**src/rtl/acq_sync_pkg.sv**
```systemverilog
// Shared types for the acquisition barrier synchronizer.
// Assumes nothing beyond a two-bit state encoding.
package acq_sync_pkg;
    typedef enum logic [1:0] {
        ST_IDLE = 2'd0,
        ST_TRIG = 2'd1,
        ST_WAIT = 2'd2,
        ST_HOLD = 2'd3
    } bar_state_t;
endpackage

```
**src/rtl/cmp_edge_sync.sv**
```systemverilog
// Synchronizes each asynchronous completion input with two flops and
// emits a one-cycle pulse on its rising edge. Assumes inputs are
// clean levels; glitches shorter than a clock may be lost.
module cmp_edge_sync #(
    parameter int NCH = 4
) (
    input  logic           clk,
    input  logic           rst_n,
    input  logic [NCH-1:0] raw,
    output logic [NCH-1:0] rise
);
    genvar g;
    generate
        for (g = 0; g < NCH; g++) begin : g_chan
            logic [2:0] sh;
            // Shift the input through two sync stages plus one history stage.
            always_ff @(posedge clk) begin
                if (!rst_n) sh <= 3'b000;
                else        sh <= {sh[1:0], raw[g]};
            end
            assign rise[g] = sh[1] & ~sh[2];
        end
    endgenerate
endmodule

```
**src/rtl/cmp_sticky.sv**
```systemverilog
// Holds one sticky bit per channel for the current cycle. Bits clear
// while the trigger is active, which also discards edges in that time.
// Assumes rise is a synchronous single-cycle pulse per edge.
module cmp_sticky #(
    parameter int NCH = 4
) (
    input  logic           clk,
    input  logic           rst_n,
    input  logic [NCH-1:0] rise,
    input  logic [NCH-1:0] enable,
    input  logic           clr,
    output logic           all_done,
    output logic [NCH-1:0] missing
);
    logic [NCH-1:0] seen;

    // Collect completion edges; wipe them while the trigger is high.
    always_ff @(posedge clk) begin
        if (!rst_n)   seen <= '0;
        else if (clr) seen <= '0;
        else          seen <= seen | rise;
    end

    assign all_done = &(seen | ~enable);
    assign missing  = enable & ~seen;
endmodule

```
**src/rtl/wait_timer.sv**
```systemverilog
// Counts cycles spent waiting and flags when the programmed limit is
// reached. Assumes limit is stable during a wait; a limit of 0 disables.
module wait_timer #(
    parameter int TMO_W = 16
) (
    input  logic             clk,
    input  logic             rst_n,
    input  logic             run,
    input  logic [TMO_W-1:0] limit,
    output logic             expired
);
    logic [TMO_W-1:0] cnt;

    // Count while waiting, restart outside the wait, saturate at the top.
    always_ff @(posedge clk) begin
        if (!rst_n)             cnt <= '0;
        else if (!run)          cnt <= '0;
        else if (cnt != '1)     cnt <= cnt + 1'b1;
    end

    assign expired = run && (limit != '0) && (cnt == limit - 1'b1);
endmodule

```
**src/rtl/barrier_fsm.sv**
```systemverilog
// Sequencer for the barrier: IDLE -> TRIG -> WAIT -> (HOLD) -> TRIG.
// Emits single-cycle events for trigger starts, run starts and cycle
// closes. Assumes width is stable while not idle.
module barrier_fsm
    import acq_sync_pkg::*;
#(
    parameter int PW_W = 8
) (
    input  logic            clk,
    input  logic            rst_n,
    input  logic            start,
    input  logic            stop,
    input  logic            resume,
    input  logic            hold_mode,
    input  logic            all_done,
    input  logic            expired,
    input  logic [PW_W-1:0] width,
    output bar_state_t      state,
    output logic            trig_start,
    output logic            run_start,
    output logic            close_evt,
    output logic            close_tmo
);
    bar_state_t      nxt;
    logic [PW_W-1:0] pw_cnt;
    logic [PW_W-1:0] pw_last;
    logic            stop_pend;

    assign pw_last = (width == '0) ? '0 : width - 1'b1;

    // Next-state and event decode.
    always_comb begin
        nxt        = state;
        trig_start = 1'b0;
        run_start  = 1'b0;
        close_evt  = 1'b0;
        unique case (state)
            ST_IDLE: begin
                if (start) begin
                    nxt        = ST_TRIG;
                    trig_start = 1'b1;
                    run_start  = 1'b1;
                end
            end
            ST_TRIG: begin
                if (pw_cnt == pw_last)
                    nxt = (stop_pend || stop) ? ST_IDLE : ST_WAIT;
            end
            ST_WAIT: begin
                if (stop) begin
                    nxt = ST_IDLE;
                end else if (all_done || expired) begin
                    close_evt = 1'b1;
                    if (hold_mode) begin
                        nxt = ST_HOLD;
                    end else begin
                        nxt        = ST_TRIG;
                        trig_start = 1'b1;
                    end
                end
            end
            ST_HOLD: begin
                if (stop) begin
                    nxt = ST_IDLE;
                end else if (resume) begin
                    nxt        = ST_TRIG;
                    trig_start = 1'b1;
                end
            end
            default: nxt = ST_IDLE;
        endcase
    end

    assign close_tmo = close_evt && !all_done;

    // State, pulse-length counter and pending-stop register.
    always_ff @(posedge clk) begin
        if (!rst_n) begin
            state     <= ST_IDLE;
            pw_cnt    <= '0;
            stop_pend <= 1'b0;
        end else begin
            state     <= nxt;
            pw_cnt    <= (state == ST_TRIG && nxt == ST_TRIG) ? pw_cnt + 1'b1 : '0;
            stop_pend <= (state == ST_TRIG && nxt == ST_TRIG) ? (stop_pend | stop) : 1'b0;
        end
    end
endmodule

```
**src/rtl/acq_barrier.sv**
```systemverilog
// Top of the acquisition barrier synchronizer. Joins the edge
// synchronizers, sticky collector, wait timer and sequencer, and keeps
// the status registers. Assumes a single clock domain apart from the
// completion inputs.
module acq_barrier
    import acq_sync_pkg::*;
#(
    parameter int NCH   = 4,
    parameter int TMO_W = 16,
    parameter int PW_W  = 8,
    parameter int CNT_W = 32
) (
    input  logic             clk,
    input  logic             rst_n,
    input  logic [NCH-1:0]   chan_done_raw,
    input  logic [NCH-1:0]   chan_enable,
    input  logic [TMO_W-1:0] timeout_cycles,
    input  logic [PW_W-1:0]  trig_width,
    input  logic             start,
    input  logic             stop,
    input  logic             hold_mode,
    input  logic             resume,
    output logic             trig_out,
    output logic             parked,
    output logic [CNT_W-1:0] cycle_count,
    output logic             timeout_flag,
    output logic [NCH-1:0]   missing_mask
);
    bar_state_t     state;
    logic [NCH-1:0] rise;
    logic [NCH-1:0] miss_now;
    logic           all_done;
    logic           expired;
    logic           trig_start;
    logic           run_start;
    logic           close_evt;
    logic           close_tmo;

    cmp_edge_sync #(.NCH(NCH)) u_sync (
        .clk  (clk),
        .rst_n(rst_n),
        .raw  (chan_done_raw),
        .rise (rise)
    );

    cmp_sticky #(.NCH(NCH)) u_sticky (
        .clk     (clk),
        .rst_n   (rst_n),
        .rise    (rise),
        .enable  (chan_enable),
        .clr     (trig_out),
        .all_done(all_done),
        .missing (miss_now)
    );

    wait_timer #(.TMO_W(TMO_W)) u_timer (
        .clk    (clk),
        .rst_n  (rst_n),
        .run    (state == ST_WAIT),
        .limit  (timeout_cycles),
        .expired(expired)
    );

    barrier_fsm #(.PW_W(PW_W)) u_fsm (
        .clk       (clk),
        .rst_n     (rst_n),
        .start     (start),
        .stop      (stop),
        .resume    (resume),
        .hold_mode (hold_mode),
        .all_done  (all_done),
        .expired   (expired),
        .width     (trig_width),
        .state     (state),
        .trig_start(trig_start),
        .run_start (run_start),
        .close_evt (close_evt),
        .close_tmo (close_tmo)
    );

    assign trig_out = (state == ST_TRIG);
    assign parked   = (state == ST_HOLD);

    // Cycle counter: restart at one on a run start, step on each trigger.
    always_ff @(posedge clk) begin
        if (!rst_n)          cycle_count <= '0;
        else if (run_start)  cycle_count <= CNT_W'(1);
        else if (trig_start) cycle_count <= cycle_count + 1'b1;
    end

    // Sticky timeout flag and missing-channel capture at each close.
    always_ff @(posedge clk) begin
        if (!rst_n) begin
            timeout_flag <= 1'b0;
            missing_mask <= '0;
        end else if (run_start) begin
            timeout_flag <= 1'b0;
            missing_mask <= '0;
        end else if (close_evt) begin
            timeout_flag <= timeout_flag | close_tmo;
            missing_mask <= miss_now;
        end
    end
endmodule

```
**config.mk**
```make
export PLATFORM = sky130hd
export DESIGN_NAME = acq_barrier
export DESIGN_NICKNAME = d
export VERILOG_FILES = /design/src/rtl/acq_sync_pkg.sv /design/src/rtl/cmp_edge_sync.sv /design/src/rtl/cmp_sticky.sv /design/src/rtl/wait_timer.sv /design/src/rtl/barrier_fsm.sv /design/src/rtl/acq_barrier.sv
export SDC_FILE = /design/constraint.sdc
export NUM_CORES = 1
export LEC_CHECK = 0
export BUFFER_PORTS_ARGS = -buffer_cell sky130_fd_sc_hd__buf_2
export CAP_MARGIN = 0
export CORE_MARGIN = 2
export CORE_UTILIZATION = 56
export CTS_CLUSTER_SIZE = 12
export DETAILED_ROUTE_END_ITERATION = 7
export PLACE_DENSITY = 0.84
export REMOVE_ABC_BUFFERS = 1
export SYNTH_ARGS = -nofsm -noshare
export SYNTH_HDL_FRONTEND = slang
export SYNTH_SLANG_ARGS = --single-unit
```
**constraint.sdc**
```tcl
create_clock -name clk -period 4.1 [get_ports clk]
set_clock_uncertainty 0.05 [all_clocks]
set_input_delay 0.41 -clock clk [delete_from_list [all_inputs] [get_ports clk]]
set_output_delay 0.41 -clock clk [all_outputs]
set_load 0.01 [all_outputs]
```
==> results of run 1 <==
## cells in the final DEF (no fill, tap or decap), drive strengths merged, types with 9 or more instances in the layout
| master | netlist | final |
|---|---|---|
| and3 | 16 | 16 |
| buf | 4 | 78 |
| xor2 | 25 | 25 |
| xnor2 | 27 | 27 |
| nand3 | 25 | 25 |
| clkbuf | 16 | 10 |
| nor2 | 57 | 57 |
| dfxtp | 80 | 80 |
| mux2i | 12 | 12 |
| o21ai | 19 | 19 |
| and2 | 16 | 16 |
| nand4 | 9 | 9 |
| nor4 | 11 | 11 |
| nor3 | 10 | 10 |
| a21oi | 35 | 35 |
| nand2 | 39 | 39 |
| or3 | 18 | 18 |
| inv | 22 | 22 |
## how the worst max path moves through the flow
stage               cells past startpoint               to               from  slack, ns
floorplan                               8   cycle_count[7]  timeout_cycles[6]       0.64
global placement                        9  cycle_count[19]  timeout_cycles[6]       0.24
detailed placement                      9   cycle_count[9]  timeout_cycles[6]       0.17
CTS                                     9   cycle_count[7]  timeout_cycles[6]       0.53
global route                           11  cycle_count[19]  timeout_cycles[0]       0.30
finish                                  9   cycle_count[7]  timeout_cycles[6]       0.50
## layout make-up
class | instances | area, µm²
Clock buffer | 10 | 128
Timing Repair Buffer | 78 | 395
Tap cell | 99 | 124
Fill cell | 622 | 2420
Multi-Input combinational cell | 394 | 2450
Clock inverter | 4 | 47.5
Inverter | 22 | 82.6
Sequential cell | 80 | 1600
## metal layers
layer,global-route usage,up-vias
li1,-,1962
met5,0,-
met4,0.103,0
met3,0.0526,21
met2,0.433,126
met1,0.280,1826
## stage by stage
| stage | setup WS, ns | total power [W] |
|---|---|---|
| floorplan | 0.643 | 0.000892 |
| global placement | 0.242 | 0.000944 |
| detailed placement | 0.171 | 0.000950 |
| CTS | 0.528 | 0.00149 |
| global route | 0.300 | 0.00154 |
| finish | 0.499 | 0.00148 |
## kinds of logic after synthesis
family | after synthesis | synth area share
AND/OR/NAND/NOR | 233 | 0.291
AO/OA/AOI/OAI | 90 | 0.135
buffers and inverters | 42 | 0.0380
XOR/XNOR | 52 | 0.108
multiplexers | 14 | 0.0338
flip-flops | 80 | 0.380
adder cells (fa/ha/maj) | 5 | 0.0148
## sequential cells by signal, summed over array words and instances, names as in the netlist
name	cells
u_fsm.pw_cnt	8
u_sync.g_chan.sh	12
u_timer.cnt	16
timeout_flag	1
u_fsm.stop_pend	1
cycle_count	32
u_fsm.state	2
missing_mask	4
u_sticky.seen	4
## report_power, final
| group | internal (W) | switching (W) | leakage, nW |
|---|---|---|---|
| combinational | 0.0000539 | 0.0000834 | 1.18 |
| sequential | 0.000787 | 0.00000912 | 0.648 |
| clock | 0.000273 | 0.000274 | 0.0880 |
| total | 0.00111 | 0.000367 | 1.91 |
## critical path, stage by stage
cell      delay (ns)
buf_2           0.15
or4_4           0.56
or3_1           0.36
a2111o_1        0.40
a32o_1          0.25
nor4_4          0.44
o21ai_1         0.47
or4_1           0.65
a21oi_1         0.15
==> impl_metrics.yaml, run 1 <==
outcome:
  status: "completed"
cts:
  cts_tree: "yes"
  root_buffer: "clkbuf_8"
  clk_latency_ns: 0.36
  ctsResizeCount: 0
  cts_max_level: 3
  postCtsSetupRepairBufs: 0
  clk_pin_slew_worst_paths_ns: 0.08
  cts_hold_buf: 0
  clkSinkCount: 80
  cts_max_path_buffers: 2
  cts_inserted_buffers: 9
sta:
  period_needed_ns: 3.60
  post-route-period-util: 0.878
  setup_viol: 0
  finalHoldViolations: 0
  whs_ns: 0.202
  worst_slew_pin_slew_ns: 1.01
  tns_ns: 0
  rsz0062_at_grt: "no"
  slew-limit-headroom: 0.323
  final-max-slew-violation-count: 0
  fmax_mhz: 278
min_path:
  hold_path_class: "in2reg"
  hold_path_depth: 2
  hold_path_end: "u_sync.g_chan[2].sh[0]"
  hold_start: "chan_done_raw[2]"
drt:
  drt-total-wl_um: 9530
  wl_met1_um: 3950
  firstDrtPassIters: 5
  drtIter0Drc: 162
  dr_wl_met2_um: 4730
  antenna_left: 0
  remaining_drc_errors: 0
  wl_met3_um: 658
  routedWlPerCell_um: 13.9
  vias_per_cell: 5.73
  routed.top_layer: "met4"
  vias: 3935
synth:
  synth_top_area_cell: "dfxtp_1"
  yosysSeqAreaShare: 0.380
  netlist.area_leader.share: 0.380
  synth_most_common_cell: "dfxtp_1"
  ys_seq_elements: 80
  synth_cell_types: 50
  synth_area_um2: 4220
  synthArstFlopShare: 0
  synth_common_cells: "80 x dfxtp_1, 57 x nor2_1, 39 x nand2_1, 35 x a21oi_1, 27 x xnor2_1"
  avgSynthCellArea_um2: 8.17
  synth_edf_count: 0
  synthTopCellsByArea: "dfxtp_1 38%, xnor2_1 5.6%, xor2_1 5.2%"
  synth_cells: 516
  yosys_warnings: 0
  synth_flop_cell: "dfxtp_1"
placed_design:
  io_buffers: 76
  dp_hpwl_um: 7260
  place_area_um2: 4660
  dp.cells: 673
  gp_congestion: 1.00
global_route:
  grt-ovfl-total: 0
  grt_max_degree: 30
  track_usage: 0.243
  grt_pass1_wl_um: 16500
  grt_pass1_vias: 3772
  antenna_found_initial: 0
setup_path:
  rr_startpoint: "u_fsm.state[1]"
  r2r_cells: 8
  r2r_setup_slack_ns: 0.73
  worst_ep_arrival_time_ns: 3.84
  cp_data_required_time_ns: 4.34
  worst-setup-path-type: "in2reg"
  worstSetupEndpointType: "flop"
  reg2reg_to: "cycle_count[7]"
  startpoint_type: "input port"
  critPathMaxFanout: 16
final_layout:
  diodes: 0
  post-route-util: 0.666
  fin_area_um2: 4830
  instances_no_fill: 687
  area_growth_pct: 14.6
  fin_nets: 628
  drive_above_1_share: 0.170
flow_run:
  maxCapViolations: 0
die:
  io_pins: 77
  initial_core_util: 0.581
  die_x_um: 90.8
  chipHeight_um: 90.8
  core_area_um2: 7250
  rows: 31
  die-area_um2: 8240
power:
  p_leak_nw: 1.91
  vdd_drop_max_v: 0.000198
  power_density_nw_per_um2: 306
No activity file was read; power rests on OpenSTA's default activity.
==> run 2: changes to the inputs <==
--- a/config.mk
+++ b/config.mk
@@ -7,7 +7,6 @@
 export LEC_CHECK = 0
 export BUFFER_PORTS_ARGS = -buffer_cell sky130_fd_sc_hd__buf_2
 export CAP_MARGIN = 0
-export CORE_MARGIN = 2
 export CORE_UTILIZATION = 56
 export CTS_CLUSTER_SIZE = 12
 export DETAILED_ROUTE_END_ITERATION = 7
==> run 2 against run 1 <==
  * Sequential share of layout area decreased by 0.25 points
  * Design area grew 0.75%
  * Register-to-register slack is essentially flat
  * Cell count did not move
  * Global-route usage increased by 0.41 points
  * Largest power group unchanged
==> impl_metrics.yaml, run 2 (synthesis results as in run 1) <==
final_layout:
  regMostFlops: "cycle_count"
  post-route-util: 0.671
  fillCellCount: 615
  final_common_cell: "dfxtp_1"
  drive_above_1_share: 0.172
  area_growth_pct: 15.5
  top_regs: "cycle_count (32), u_timer.cnt (16), u_sync.g_chan.sh (12)"
  fin_nets: 627
  diodes: 0
  layout_common_cells: "80 x dfxtp_1, 76 x buf_2, 57 x nor2_1"
  largest_reg_flops: 32
power:
  power_density_nw_per_um2: 322
  vdd_drop_max_v: 0.000180
  p_leak_nw: 1.93
  totalPowerFinal_w: 0.00157
flow_run:
  maxCapViolations: 0
die:
  rows: 31
  core_area_um2: 7250
  io_pins: 77
  chipHeight_um: 88.8
  die-area_um2: 7880
  die_x_um: 88.8
  initial_core_util: 0.581
placed_design:
  io_buffers: 76
  dp_hpwl_um: 7070
  gp_congestion: 0.941
drt:
  vias: 3906
  antenna_left: 0
  remaining_drc_errors: 0
  vias_per_cell: 5.69
  firstDrtPassIters: 5
  routedWlPerCell_um: 13.7
  drtIter0Drc: 203
  drt-total-wl_um: 9400
setup_path:
  r2r_cells: 7
  cp_data_required_time_ns: 4.33
  path_cells: "buf_2 > inv_1 > ha_1 > nor4b_1 > nand2_1 > o311ai_0 > o211ai_1 > nor4_4 > o21ai_1 > or4_1 > a21oi_1"
  slowest_delay_ns: 0.65
  worstSetupEndpointType: "flop"
  path_depth: 11
  worst_ep_arrival_time_ns: 3.91
  crit_slowest_cell: "or4_1"
  rr_startpoint: "u_timer.cnt[5]"
  critPathMaxFanout: 16
  startpoint_type: "input port"
  path_delay_family: "simple AND/OR/NAND/NOR gates"
  crit_start: "timeout_cycles[0]"
  critPathBufInv: 2
  worst-setup-path-type: "in2reg"
sta:
  worst_slew_pin_slew_ns: 0.939
  period_needed_ns: 3.68
  rsz0062_at_grt: "no"
  post-route-period-util: 0.897
  whs_ns: 0.215
  fmax_mhz: 272
  setup_viol: 0
  finalHoldViolations: 0
  tns_ns: 0
  final-max-slew-violation-count: 0
  slew-limit-headroom: 0.370
cts:
  cts_tree: "yes"
  cts_hold_buf: 0
  cts_max_level: 3
  cts_max_path_buffers: 2
  root_buffer: "clkbuf_8"
  clk_pin_slew_worst_paths_ns: 0.08
  ctsResizeCount: 0
  postCtsSetupRepairBufs: 0
  cts_inserted_buffers: 9
  clkSinkCount: 80
  clk_latency_ns: 0.35
global_route:
  track_usage: 0.247
  grt_max_degree: 30
  grt_pass1_wl_um: 15300
  antenna_found_initial: 0
  grt-ovfl-total: 0
  grt_pass1_vias: 3517
outcome:
  status: "completed"
min_path:
  hold_path_depth: 2
  hold_path_class: "in2reg"
  hold_start: "chan_done_raw[2]"
[run 2: metal layers]
layer | up-vias | wire, µm | GRT usage
met2 | 116 | 4670 | 0.432
li1 | 1964 | - | -
met5 | - | 0 | 0
met1 | 1814 | 4080 | 0.292
met3 | 12 | 550 | 0.0634
met4 | 0 | 91 | 0.0894
[run 2: metrics by stage]
| stage | worst slack [ns] | cell area, µm² | cells |
|---|---|---|---|
| after floorplan | 0.643 | 4140 | 496 |
| after global placement | 0.268 | 4650 | 672 |
| after detailed placement | 0.140 | 4650 | 672 |
| after CTS | 0.525 | 4870 | 687 |
| after global routing | 0.166 | 4870 | 687 |
| final | 0.422 | 4870 | 687 |
[run 2: path summary, 6_finish.rpt]
check / endpoint / slack, ns
worst min register to register: u_sync.g_chan[3].sh[1] / 0.39
worst max-delay path: cycle_count[19] / 0.42
worst max register to register: cycle_count[19] / 0.74
worst min-delay path: u_sync.g_chan[2].sh[0] / 0.22
[run 2: power by group]
| part | switching, W | total, W | internal (W) |
|---|---|---|---|
| sequential | 0.00000918 | 0.000796 | 0.000787 |
| clock | 0.000281 | 0.000637 | 0.000356 |
| combinational | 0.0000828 | 0.000136 | 0.0000536 |
[run 2: area by class of cell]
type                       instances  area [µm²]  area share
multi-input combinational        394        2450       0.504
timing repair buffer              77         388      0.0797
clock buffer                      10         138      0.0283
tap                               99         124      0.0254
inverter                          22        82.6      0.0170
clock inverter                     5        81.3      0.0167
sequential                        80        1600       0.329
==> run 3: changes to the inputs <==
--- a/config.mk
+++ b/config.mk
@@ -5,13 +5,15 @@
 export SDC_FILE = /design/constraint.sdc
 export NUM_CORES = 1
 export LEC_CHECK = 0
+export ABC_AREA = 1
 export BUFFER_PORTS_ARGS = -buffer_cell sky130_fd_sc_hd__buf_2
 export CAP_MARGIN = 0
-export CORE_UTILIZATION = 56
+export CORE_UTILIZATION = 62
 export CTS_CLUSTER_SIZE = 12
 export DETAILED_ROUTE_END_ITERATION = 7
-export PLACE_DENSITY = 0.84
+export PLACE_DENSITY = 0.9
 export REMOVE_ABC_BUFFERS = 1
 export SYNTH_ARGS = -nofsm -noshare
 export SYNTH_HDL_FRONTEND = slang
+export SYNTH_HIERARCHICAL = 1
 export SYNTH_SLANG_ARGS = --single-unit
==> constraint.sdc (replaced) <==
create_clock -name clk -period 4.69 [get_ports clk]
set_clock_uncertainty 0.05 [all_clocks]
set_input_delay 0.469 -clock clk [delete_from_list [all_inputs] [get_ports clk]]
set_output_delay 0.469 -clock clk [all_outputs]
set_load 0.01 [all_outputs]
==> run 3 against run 2 <==
  * Count of clock-buffer cells in the layout down 1
  * Non-clock buffer count rose by 1
  * Die area rose by 5.7%
  * Sequential cell count is the same
  * Via count rose by 29%
  * Hold slack gained 0.025 ns
  * Routed wire length increased by 25%
  * Setup slack better by 0.76 ns
==> impl_metrics.yaml, run 3 <==
setup_path:
  path_cells: "nor2_1 > a21boi_0 > nand4_1 > nor2_1 > nand3_1 > nor2_1 > nand3_1 > nor2_1 > nor2_1 > nor2_1 > inv_1 > o21ai_0 > buf_4 > nand2_2 > nor2_4 > nand3b_1 > nor2_1 > nand3_1 > nand2_1 > nor2_1"
  worstSetupEndpointType: "flop"
  worst_path_most_repeated_cell: "nor2_1"
  critPathMaxFanout: 8
  r2r_setup_slack_ns: 1.19
  rr_startpoint: "u_fsm/state[0]"
  path_delay_family: "simple AND/OR/NAND/NOR gates"
  worst-setup-path-type: "reg2reg"
  crit_slowest_cell: "dfxtp_1"
  worst_ep_arrival_time_ns: 3.72
  crit_start: "u_fsm/state[0]"
  cp_data_required_time_ns: 4.91
  slowest_delay_ns: 0.42
  startpoint_type: "flop"
  critPathBufInv: 2
global_route:
  grt-ovfl-total: 0
  grt_pass1_vias: 4790
  grt_max_degree: 26
  track_usage: 0.293
  antenna_found_initial: 0
  grt_pass1_wl_um: 20000
synth:
  ys_seq_elements: 80
  netlist.area_leader.share: 0.324
  synth_cells: 773
  synth_most_common_cell: "nand2_1"
  synth_cell_types: 41
  avgSynthCellArea_um2: 6.39
  synthArstFlopShare: 0
  synth_common_cells: "198 x nand2_1, 139 x nor2_1, 119 x inv_1, 80 x dfxtp_1, 48 x nand3_1"
  yosysSeqAreaShare: 0.324
  synth_top_area_cell: "dfxtp_1"
  synth_edf_count: 0
  synth_area_um2: 4940
  yosys_warnings: 6
  synthTopCellsByArea: "dfxtp_1 32%, nand2_1 15%, nor2_1 11%"
  synth_flop_cell: "dfxtp_1"
sta:
  final-max-slew-violation-count: 0
  worst_slew_pin_slew_ns: 0.472
  finalHoldViolations: 0
  slew-limit-headroom: 0.685
  whs_ns: 0.240
  rsz0062_at_grt: "no"
  tns_ns: 0
  period_needed_ns: 3.50
  post-route-period-util: 0.747
  setup_viol: 0
  fmax_mhz: 285
cts:
  clkSinkCount: 80
  cts_inserted_buffers: 9
  cts_max_level: 3
  cts_max_path_buffers: 2
  cts_tree: "yes"
  clk_latency_ns: 0.36
  cts_hold_buf: 0
  root_buffer: "clkbuf_8"
  clk_pin_slew_worst_paths_ns: 0.10
  postCtsSetupRepairBufs: 0
  ctsResizeCount: 0
final_layout:
  fillCellCount: 641
  drive_above_1_share: 0.170
  regMostFlops: "cycle_count"
  diodes: 0
  fin_nets: 897
  final_common_cell: "nand2_1"
  largest_reg_flops: 32
  layout_common_cells: "198 x nand2_1, 139 x nor2_1, 119 x inv_1"
  area_growth_pct: 13.3
  top_regs: "cycle_count (32), u_timer/cnt (16), u_sync/g_chan.sh (12)"
die:
  rows: 32
  chipHeight_um: 91.3
  initial_core_util: 0.639
  die-area_um2: 8330
  die_x_um: 91.3
  io_pins: 77
  core_area_um2: 7730
drt:
  drt-total-wl_um: 11700
  drtIter0Drc: 257
  remaining_drc_errors: 0
  vias_per_cell: 5.24
  vias: 5036
  antenna_left: 0
  firstDrtPassIters: 5
  routedWlPerCell_um: 12.2
power:
  vdd_drop_max_v: 0.000229
  p_leak_nw: 2.70
  power_density_nw_per_um2: 235
min_path:
  hold_start: "chan_done_raw[0]"
  hold_path_class: "in2reg"
outcome:
  status: "completed"
placed_design:
  dp_hpwl_um: 9070
  gp_congestion: 0.928
  io_buffers: 76
flow_run:
  maxCapViolations: 0
==> run 3: cell families (layout without fill, tap and decap cells) <==
logic type               after synthesis  after routing  synth area share
AO/OA/AOI/OAI                         58             58            0.0633
XOR/XNOR                              31             31            0.0578
adder cells (fa/ha/maj)                5              5            0.0127
buffers and inverters                134            220             0.107
flip-flops                            80             80             0.324
AND/OR/NAND/NOR                      465            465             0.435
==> run 3: layout make-up <==
class	count	area (µm²)	share of cell area
Multi-Input combinational cell	559	2810	0.502
Sequential cell	80	1600	0.286
Inverter	126	475	0.0850
Timing Repair Buffer	78	395	0.0707
Tap cell	102	128	0.0228
Clock buffer	9	124	0.0221
Clock inverter	7	61.3	0.0110
==> run 3: final timing paths <==
check,end,cells past startpoint
hold / removal,u_sync/g_chan[0].sh[0],3
hold reg to reg,u_sync/g_chan[0].sh[1],2
setup / recovery,cycle_count[29],20
setup reg to reg,cycle_count[29],20
==> run 3: per-layer routing <==
metal | GRT usage | wire [µm]
met1 | 0.351 | 5080
met2 | 0.520 | 5720
met3 | 0.0461 | 741
met4 | 0.124 | 173
met5 | 0 | 0
==> run 3: worst reg2reg max path, delay by kind of cell, from the launching register on <==
kind | cells | cell delay [ns]
and+or+nand+nor | 16 | 2.27
DFF | 1 | 0.42
AOI/OAI and AO/OA | 2 | 0.39
buffers and inverters | 2 | 0.30
==> run 3: report_power, final <==
| group | total (W) | leakage [nW] | internal, W | switching [W] |
|---|---|---|---|---|
| clock network | 0.000481 | 0.0888 | 0.000202 | 0.000279 |
| registers | 0.000698 | 0.648 | 0.000689 | 0.00000893 |
| logic | 0.000135 | 1.97 | 0.0000511 | 0.0000843 |
| total | 0.00131 | 2.70 | 0.000942 | 0.000372 |
==> run 3: stage by stage <==
| stage | instances | power (W) | worst slack (ns) | utilization | cell area [µm²] |
|---|---|---|---|---|---|
| finish | 961 | 0.00131 | 1.19 | 0.724 | 5590 |
| global route | 961 | 0.00137 | 0.851 | 0.724 | 5590 |
| CTS | 961 | 0.00132 | 1.22 | 0.724 | 5590 |
| detailed placement | 945 | 0.000847 | 0.998 | 0.700 | 5410 |
| global placement | 945 | 0.000840 | 1.21 | 0.700 | 5410 |
| floorplan | 765 | 0.000797 | 1.22 | - | 4890 |
